<file path="src/rtl/mdio_pkg.sv">
package mdio_pkg;

   localparam int RANGE_W  = 3;
   localparam int MAX_DIV  = 124;

   localparam logic [1:0] SOF_BITS = 2'b01;
   localparam logic [1:0] OP_WRITE = 2'b01;
   localparam logic [1:0] OP_READ  = 2'b10;
   localparam logic [1:0] TA_WRITE = 2'b10;

   // MDC divide ratio for a range code; the order follows host-clock bands.
   function automatic int unsigned div_for_code(input logic [RANGE_W-1:0] code);
      case (code)
         3'd0:    return 42;
         3'd1:    return 62;
         3'd2:    return 16;
         3'd3:    return 26;
         3'd4:    return 102;
         default: return 124;
      endcase
   endfunction

endpackage

</file>
<file path="src/rtl/mdio_clkdiv.sv">
module mdio_clkdiv #(
   parameter int CNT_W = 6
) (
   input  logic             clk,
   input  logic             rst_n,
   input  logic             en,
   input  logic [CNT_W-1:0] half,
   output logic             mdc,
   output logic             rise,
   output logic             fall
);

   logic [CNT_W-1:0] cnt;
   logic             wrap;

   assign wrap = en && (cnt == half - CNT_W'(1));
   assign rise = wrap && !mdc;
   assign fall = wrap && mdc;

   always_ff @(posedge clk or negedge rst_n) begin
      if (!rst_n) begin
         cnt <= '0;
         mdc <= 1'b0;
      end else if (!en) begin
         cnt <= '0;
         mdc <= 1'b0;
      end else if (wrap) begin
         cnt <= '0;
         mdc <= ~mdc;
      end else begin
         cnt <= cnt + CNT_W'(1);
      end
   end

   p_cnt_in_range_r2: assert property (@(posedge clk) disable iff (!rst_n)
      en |-> (cnt < half));

   p_half_toggle_r2: assert property (@(posedge clk) disable iff (!rst_n)
      (en && $past(en) && !$past(wrap)) |-> $stable(mdc));

endmodule

</file>
<file path="src/rtl/mdio_frame.sv">
module mdio_frame
   import mdio_pkg::*;
#(
   parameter int PHY_AW  = 5,
   parameter int REG_AW  = 5,
   parameter int DATA_W  = 16,
   parameter int PRE_LEN = 32
) (
   input  logic              clk,
   input  logic              rst_n,
   input  logic              launch,
   input  logic              cmd_write,
   input  logic [PHY_AW-1:0] cmd_phy,
   input  logic [REG_AW-1:0] cmd_reg,
   input  logic [DATA_W-1:0] cmd_wdata,
   input  logic              rise,
   input  logic              fall,
   input  logic              mdio_in,
   output logic              busy,
   output logic              mdio_o,
   output logic              mdio_oe,
   output logic [DATA_W-1:0] rd_data
);

   localparam int FRAME_LEN = PRE_LEN + 4 + PHY_AW + REG_AW + 2 + DATA_W;
   localparam int TA_POS    = PRE_LEN + 4 + PHY_AW + REG_AW;
   localparam int DATA_POS  = TA_POS + 2;
   localparam int IDX_W     = $clog2(FRAME_LEN + 1);

   logic [FRAME_LEN-1:0] shreg;
   logic [FRAME_LEN-1:0] frame_img;
   logic [IDX_W-1:0]     bit_idx;
   logic                 is_read;
   logic                 last_bit;
   logic                 enter_ta;

   always_comb begin
      if (cmd_write)
         frame_img = {{PRE_LEN{1'b1}}, SOF_BITS, OP_WRITE, cmd_phy, cmd_reg,
                      TA_WRITE, cmd_wdata};
      else
         frame_img = {{PRE_LEN{1'b1}}, SOF_BITS, OP_READ, cmd_phy, cmd_reg,
                      2'b11, {DATA_W{1'b1}}};
   end

   assign last_bit = (bit_idx == IDX_W'(FRAME_LEN - 1));
   assign enter_ta = (bit_idx == IDX_W'(TA_POS - 1));
   assign mdio_o   = shreg[FRAME_LEN-1];

   always_ff @(posedge clk or negedge rst_n) begin
      if (!rst_n) begin
         shreg   <= '0;
         bit_idx <= '0;
         is_read <= 1'b0;
         busy    <= 1'b0;
         mdio_oe <= 1'b0;
      end else if (launch) begin
         shreg   <= frame_img;
         bit_idx <= '0;
         is_read <= !cmd_write;
         busy    <= 1'b1;
         mdio_oe <= 1'b1;
      end else if (busy && fall) begin
         if (last_bit) begin
            busy    <= 1'b0;
            mdio_oe <= 1'b0;
            bit_idx <= '0;
         end else begin
            shreg   <= shreg << 1;
            bit_idx <= bit_idx + IDX_W'(1);
            if (is_read && enter_ta)
               mdio_oe <= 1'b0;
         end
      end
   end

   always_ff @(posedge clk or negedge rst_n) begin
      if (!rst_n)
         rd_data <= '0;
      else if (busy && rise && is_read && (bit_idx >= IDX_W'(DATA_POS)))
         rd_data <= {rd_data[DATA_W-2:0], mdio_in};
   end

   p_launch_sets_busy_r4: assert property (@(posedge clk) disable iff (!rst_n)
      launch |=> busy);

   p_idx_bound_r4: assert property (@(posedge clk) disable iff (!rst_n)
      bit_idx < IDX_W'(FRAME_LEN));

   p_read_released_r7: assert property (@(posedge clk) disable iff (!rst_n)
      (busy && is_read && (bit_idx >= IDX_W'(TA_POS))) |-> !mdio_oe);

   p_write_driven_r6: assert property (@(posedge clk) disable iff (!rst_n)
      (busy && !is_read) |-> mdio_oe);

   p_change_on_fall_r8: assert property (@(posedge clk) disable iff (!rst_n)
      ($past(busy) && busy && !$past(fall)) |-> ($stable(mdio_o) && $stable(mdio_oe)));

   p_dir_held_r5: assert property (@(posedge clk) disable iff (!rst_n)
      ($past(busy) && busy) |-> $stable(is_read));

   p_rd_held_idle_r9: assert property (@(posedge clk) disable iff (!rst_n)
      (!busy && !$past(busy)) |-> $stable(rd_data));

endmodule

</file>
<file path="src/rtl/mdio_master.sv">
module mdio_master
   import mdio_pkg::*;
#(
   parameter int PHY_AW    = 5,
   parameter int REG_AW    = 5,
   parameter int DATA_W    = 16,
   parameter int PRE_LEN   = 32,
   parameter int IN_STAGES = 0
) (
   input  logic               clk,
   input  logic               rst_n,
   input  logic [RANGE_W-1:0] clk_range,
   input  logic               start,
   input  logic               cmd_write,
   input  logic [PHY_AW-1:0]  cmd_phy,
   input  logic [REG_AW-1:0]  cmd_reg,
   input  logic [DATA_W-1:0]  cmd_wdata,
   output logic               busy,
   output logic [DATA_W-1:0]  rd_data,
   output logic               mdc,
   output logic               mdio_o,
   output logic               mdio_oe,
   input  logic               mdio_i
);

   localparam int CNT_W = $clog2(MAX_DIV / 2 + 1);

   if (PHY_AW < 1 || REG_AW < 1) begin : g_bad_addr
      $error("address widths must be at least 1");
   end
   if (DATA_W < 2) begin : g_bad_data
      $error("DATA_W must be at least 2");
   end
   if (PRE_LEN < 1) begin : g_bad_pre
      $error("PRE_LEN must be at least 1");
   end
   if (IN_STAGES < 0 || IN_STAGES > 3) begin : g_bad_sync
      $error("IN_STAGES must be 0 to 3");
   end

   logic             launch;
   logic [CNT_W-1:0] half_q;
   logic             tick_rise;
   logic             tick_fall;
   logic             mdio_s;

   assign launch = start && !busy;

   always_ff @(posedge clk or negedge rst_n) begin
      if (!rst_n)
         half_q <= CNT_W'(MAX_DIV / 2);
      else if (launch)
         half_q <= CNT_W'(div_for_code(clk_range) / 2);
   end

   if (IN_STAGES == 0) begin : g_in_direct
      assign mdio_s = mdio_i;
   end else begin : g_in_sync
      logic [IN_STAGES-1:0] sync_q;
      always_ff @(posedge clk or negedge rst_n) begin
         if (!rst_n)
            sync_q <= '1;
         else
            sync_q <= {sync_q[IN_STAGES-2 >= 0 ? IN_STAGES-2 : 0 : 0], mdio_i};
      end
      assign mdio_s = sync_q[IN_STAGES-1];
   end

   mdio_clkdiv #(.CNT_W(CNT_W)) u_div (
      .clk   (clk),
      .rst_n (rst_n),
      .en    (busy),
      .half  (half_q),
      .mdc   (mdc),
      .rise  (tick_rise),
      .fall  (tick_fall)
   );

   mdio_frame #(
      .PHY_AW  (PHY_AW),
      .REG_AW  (REG_AW),
      .DATA_W  (DATA_W),
      .PRE_LEN (PRE_LEN)
   ) u_frame (
      .clk       (clk),
      .rst_n     (rst_n),
      .launch    (launch),
      .cmd_write (cmd_write),
      .cmd_phy   (cmd_phy),
      .cmd_reg   (cmd_reg),
      .cmd_wdata (cmd_wdata),
      .rise      (tick_rise),
      .fall      (tick_fall),
      .mdio_in   (mdio_s),
      .busy      (busy),
      .mdio_o    (mdio_o),
      .mdio_oe   (mdio_oe),
      .rd_data   (rd_data)
   );

   p_idle_quiet_r1: assert property (@(posedge clk) disable iff (!rst_n)
      !busy |-> (!mdc && !mdio_oe));

   p_range_held_r10: assert property (@(posedge clk) disable iff (!rst_n)
      ($past(busy) && busy) |-> $stable(half_q));

   p_start_ignored_r5: assert property (@(posedge clk) disable iff (!rst_n)
      ($past(busy) && $past(start) && busy) |-> $stable(half_q));

endmodule

</file>
<file path="config.mk">
export PLATFORM = sky130hd
export DESIGN_NAME = mdio_master
export DESIGN_NICKNAME = d
export VERILOG_FILES = /design/src/rtl/mdio_pkg.sv /design/src/rtl/mdio_clkdiv.sv /design/src/rtl/mdio_frame.sv /design/src/rtl/mdio_master.sv
export SDC_FILE = /design/constraint.sdc
export NUM_CORES = 1
export LEC_CHECK = 0
export ABC_AREA = 1
export BUFFER_PORTS_ARGS = -buffer_cell sky130_fd_sc_hd__buf_4
export CAP_MARGIN = 30
export CORE_MARGIN = 2
export CORE_UTILIZATION = 46
export CTS_CLUSTER_DIAMETER = 120
export DETAILED_ROUTE_END_ITERATION = 8
export HOLD_SLACK_MARGIN = 0.06
export MAX_ROUTING_LAYER = met4
export PLACE_DENSITY = 0.65
export REMOVE_ABC_BUFFERS = 1
export SLEW_MARGIN = 20
export SYNTH_ARGS = -nofsm -noshare
export SYNTH_HDL_FRONTEND = slang
export SYNTH_HIERARCHICAL = 1
export SYNTH_SLANG_ARGS = --single-unit
</file>
<file path="constraint.sdc">
create_clock -name clk -period 2.6 [get_ports clk]
set_input_delay 0.26 -clock clk [delete_from_list [all_inputs] [get_ports clk]]
set_output_delay 0.26 -clock clk [all_outputs]
set_load 0.05 [all_outputs]
</file>
After elaboration in Yosys (flattened, before gate mapping)
Cells that the tools add are included.

cells by class
  add/subtract/negate cells = 3
  $lt $le $gt $ge = 1
  eq/ne operators = 9
  mux-type cells = 19
  bitwise gates (word level) = 1
  reductions and logical operators = 19

operator list
  kind                 count
  $mux 64              3
  $pmux 7 s5           1
  $mux 30              1
  $mux 7               3
  $eq 7x6->1 const B   2
  $mux 6               2
  $logic_and 1x1->1    9
  $mux 1               9
  $add 7x1->7 const B  1
  $ge 7x6->1 const B   1
  $add 6x1->6 const B  1
  $eq 3x2->1 const B   2
  $eq 6x6->1           1
  $reduce_and 2->1     3
  $sub 6x1->6 const B  1
  $ne 2x2->1 const B   2
  $reduce_bool 2->1    2
  $eq 3x1->1 const B   1
  $eq 3x3->1 const B   1
  $logic_not 1->1      3
  $logic_not 3->1      1
  $reduce_bool 3->1    1
  $not 1->1            1

storage, ports and cells
  register bits = 103
  input port bits = 34
  output and inout bits = 20
  logic and storage cells = 61

Longest topological paths before layout
  word-level depth = 7
  depth in mapped cells = 18
  gate-level depth less buffers = 16

By module
The synthesis kept the hierarchy.

modules (own cells, without submodules)
  module       instances  cells an instance  area an instance (sq um)
  mdio_frame   1          478                3,985.1
  mdio_clkdiv  1          95                 591.8
  mdio_master  1          38                 304.0

Least setup slack after synthesis
No wires, ideal clock.

  path type = register -> register
  start = reg half_q[1]
  end = reg u_frame.shreg[44]
  library setup time = 0.123 ns
  data arrival time = 2.171 ns
  required time = 2.477 ns
  setup slack = 0.306 ns
  cell stages (with the launch flop) = 18
  path buffers = 2
  cells stage by stage = dfstp_2 inv_1 ha_1 inv_1 nand2_1 nand2_1 nor2_2 nand3_1 nor2_1 nand3_1 nor2_1 nand2_1 inv_1 nand2_2 buf_4 buf_4 nand2_1 nand2_1

between the ends
  longest elaborated chain between the ends = 7

RTL lines
  element                      line               text
  start: declaration           mdio_master.sv:42  logic [CNT_W-1:0] half_q;
  start signal: assignment     mdio_master.sv:51  half_q <= CNT_W'(MAX_DIV / 2);
  start signal: assignment     mdio_master.sv:53  half_q <= CNT_W'(div_for_code(clk_range) / 2);
  $sub 6x1->6                  mdio_clkdiv.sv:16  assign wrap = en && (cnt == half - CNT_W'(1));
  $eq 6x6->1                   mdio_clkdiv.sv:16
  $logic_and 1x1->1            mdio_clkdiv.sv:16
  $logic_and 1x1->1            mdio_clkdiv.sv:18  assign fall = wrap && mdc;
  net tick_fall                mdio_master.sv:44  logic tick_fall;
  $logic_and 1x1->1            mdio_frame.sv:63   end else if (busy && fall) begin
  $reduce_bool 2->1 (no line)  n/a
  $reduce_and 2->1 (no line)   n/a
  end signal: assignment       mdio_frame.sv:58   shreg <= frame_img;
  end signal: assignment       mdio_frame.sv:69   shreg <= shreg << 1;
  end: declaration             mdio_frame.sv:30   logic [FRAME_LEN-1:0] shreg;

The timed path passes the listed nets, and every way through them passes these cells.
A chain may end at the register's enable or synchronous reset.

Worst setup path after layout
  start = reg half_q[1]
  end = reg u_frame.shreg[36]

The elaborated chain is that of the path after synthesis.

==> results.toml <==
[outcome]
run_status = "finished clean"

[pwr]
peakVddDrop_v = 0.000297
p_clk_share_pct = 39.6
p_sw_share_pct = 20.9
power_switching_w = 0.000585
seq_power_share_pct = 57.3
power.total_w = 0.00279
power_leakage_nw = 2.86
p_int_w = 0.00221
power_density_nw_per_um2 = 485
p_comb_share_pct = 3.1

[global_route]
grt-ovfl-total = 0
grt_use_total_pct = 18.6
antenna_found_initial = 0
grt_start_max_net_pins = 104
grt_pass1_wl_um = 16700
first_global_vias = 3779

[detailed_routing]
drt-pass1-iter-count = 4
wl_per_cell_um = 12.2
ant_nets = 0
first_iter_violations = 288
viasPerCell = 4.83
wirelength_um = 9770
via_count = 3871
drc = 0

[layout]
diodes = 0
final_cell_area_um2 = 5760
areaGrowthSynthToFinish_pct = 18.0
drive_above_1_share_pct = 16.8
nFillCells = 981
final_nets = 700

[timing]
max-slew-margin-rel_pct = 62.8
slew_viol_final = 0
fin_worst_skew_ps = 13.1
min_period_over_period_pct = 93.6
max_freq_mhz = 411
hold_viol = 0
whs_ps = 130
setup_viol = 0
finalCriticalPeriod_ps = 2430
tightest_slew_ps = 558
rsz0062_at_grt = "false"

[synth]
yosys.area.top_type = "dfrtp_1"
synth_edf_count = 0
synth_area_leaders = "dfrtp_1 50%, nand2_1 14%, o21ai_0 6.4%, inv_1 5.9%, nor2_1 3.3%"
synth_common_cells = "185 x nand2_1, 98 x dfrtp_1, 77 x inv_1"
yosys_warnings = 6
synth_ff_type = "dfrtp_1"
ys_seq_area_share_pct = 52.9
syn_area_um2 = 4880
synth.most_common_cell = "nand2_1"
syn_area_per_cell_um2 = 7.99
async_reset_ff_share_pct = 100
ys_types = 28
ys_seq_elements = 103
synth.top_cell.area_share_pct = 50.2
syn-instance-count = 611

[floorplan]
die_area_um2 = 11500
num_rows = 37
die_w_um = 107
dieHeight_um = 107
io_pins = 54
core_area_um2 = 10300
initial_core_util_pct = 47.3

[place]
dpl.hpwl_um = 6210
gp_congestion = 0.898
dpl_cell_area_um2 = 5410
io_buffers = 53

[flow_run]
max_cap_violations = 0

[clocking]
cts_tree = "done"
worstSkewPairLatency_ps = 370
cts-root-buf = "clkbuf_8"
clk_path_buf_depth = 2
cts_made_buffers = 9
path_clk_slew_ps = 100
htreeDepth = 3
clkSinkCount = 103

[setup_path]
r2r-end = "u_frame/shreg[36]"
critPathKind = "reg2reg"
r2r-start = "half_q[1]"
setup.worst_path.start_class = "flip-flop"
setup.worst_path.start = "half_q[1]"
crit_fanout = 30
rr_worst_depth = 16
required_ps = 2850
crit_path_end_kind = "flip-flop"
arrival_ps = 2690
reg2reg_slack_ps = 170

[min_path]
hold_class = "in2reg"
whs_endpoint = "half_q[2]"
whs_path_depth = 4
min_from = "clk_range[2]"
[how the worst max path moves through the flow]
stage | endpoint | slack, ps | cells after the start
2_1_floorplan | u_frame/shreg[30] | -240 | 16
3_3_place_gp | u_frame/shreg[57] | 160 | 17
3_5_place_dp | u_frame/shreg[56] | 50 | 17
4_1_cts | u_frame/shreg[56] | 10 | 17
5_1_grt | u_frame/shreg[0] | 2 | 16
6_report | u_frame/shreg[36] | 170 | 16
[worst max-delay path: stages (launching register included)]
cell	delay, ps
dfstp_2	550
inv_1	60
ha_1	290
inv_1	40
nand2_1	50
nand2_1	60
nor2_2	100
nand3_1	90
nor2_2	110
nand3_1	90
nor2_2	140
nand2_2	90
inv_2	80
nand2_2	100
nand2_8	130
clkbuf_16	220
o21ai_0	100
[cell usage in the layout (no fill, tap or decap), types with 2 or more instances in the layout]
master	instances
buf_6	2
nand2_2	4
clkbuf_16	3
bufinv_16	2
o21ai_2	3
nand3_1	23
buf_4	57
buf_12	2
ha_1	5
inv_1	76
inv_2	5
dfstp_2	5
dfrtp_1	98
o21ai_0	61
a21oi_1	29
nor3_1	2
nor2_1	40
nand3_2	3
xor2_1	3
nor2_2	6
nand4_1	2
o21ai_1	24
clkinv_4	2
xnor2_1	3
nand2_1	184
clkbuf_8	10
nand2_4	2
[what timing repair did]
| item | in CTS | in global routing |
|---|---|---|
| buffers inserted | 0 | 1 |
| gates resized for setup | 0 | 10 |
| setup endpoints to repair | 0 | 73 |
| hold buffers | 1 | 0 |
| hold endpoints to repair | 98 | 0 |
[logic make-up (layout without fill, tap and decap cells)]
logic type	after synthesis	in the layout	share of synthesized area, %
AND/OR/NAND/NOR	268	268	22.7
buffers and inverters	109	164	9.41
AO/OA/AOI/OAI	120	120	12.6
flip-flops	103	103	52.9
XOR/XNOR	6	6	1.08
adder cells (fa/ha/maj)	5	5	1.28
[area by class of cell]
type                            count  area (um^2)  area share [%]
Timing Repair Buffer               66          603            10.5
Inverter                           82          313            5.43
Tap cell                          136          170            2.95
Sequential cell                   103         2580            44.9
Clock buffer                       11          141            2.45
Multi-Input combinational cell    399         1870            32.4
Clock inverter                      5         81.3            1.41
[through the flow]
| step | instances | util, % | TNS (ps) | setup WS [ps] |
|---|---|---|---|---|
| global route | 802 | 55.8 | 0 | 1.53 |
| detailed placement | 781 | 52.4 | 0 | 52.1 |
| CTS | 798 | 54.6 | 0 | 12.7 |
| floorplan | 584 | - | -12900 | -239 |
| global placement | 780 | 52.3 | 0 | 161 |
| finish | 802 | 55.8 | 0 | 166 |
[metal layers]
layer	up-vias	track usage (%)	routed length [um]
met4	0	7.24	188
met3	12	2.98	304
li1	1998	-	-
met1	1811	23.5	4530
met5	-	-	0
met2	50	30.2	4740
[sequential cells by signal (all words and copies together), names as in the netlist]
name,count
u_frame/shreg,64
u_frame/rd_data,16
u_frame/bit_idx,7
half_q,6
u_div/cnt,6
u_div/mdc,1
u_frame/busy,1
u_frame/is_read,1
u_frame/mdio_oe,1
[power groups by stage]
stage	clock network, W	registers [W]	logic, W
6_report	0.00111	0.00160	0.0000858
5_1_grt	0.00121	0.00160	0.0000979
4_1_cts	0.00115	0.00160	0.0000898
3_5_place_dp	0	0.00163	0.0000884
3_3_place_gp	0	0.00163	0.0000871
2_1_floorplan	0	0.00164	0.00000592
No activity file was read; power rests on OpenSTA's default activity.
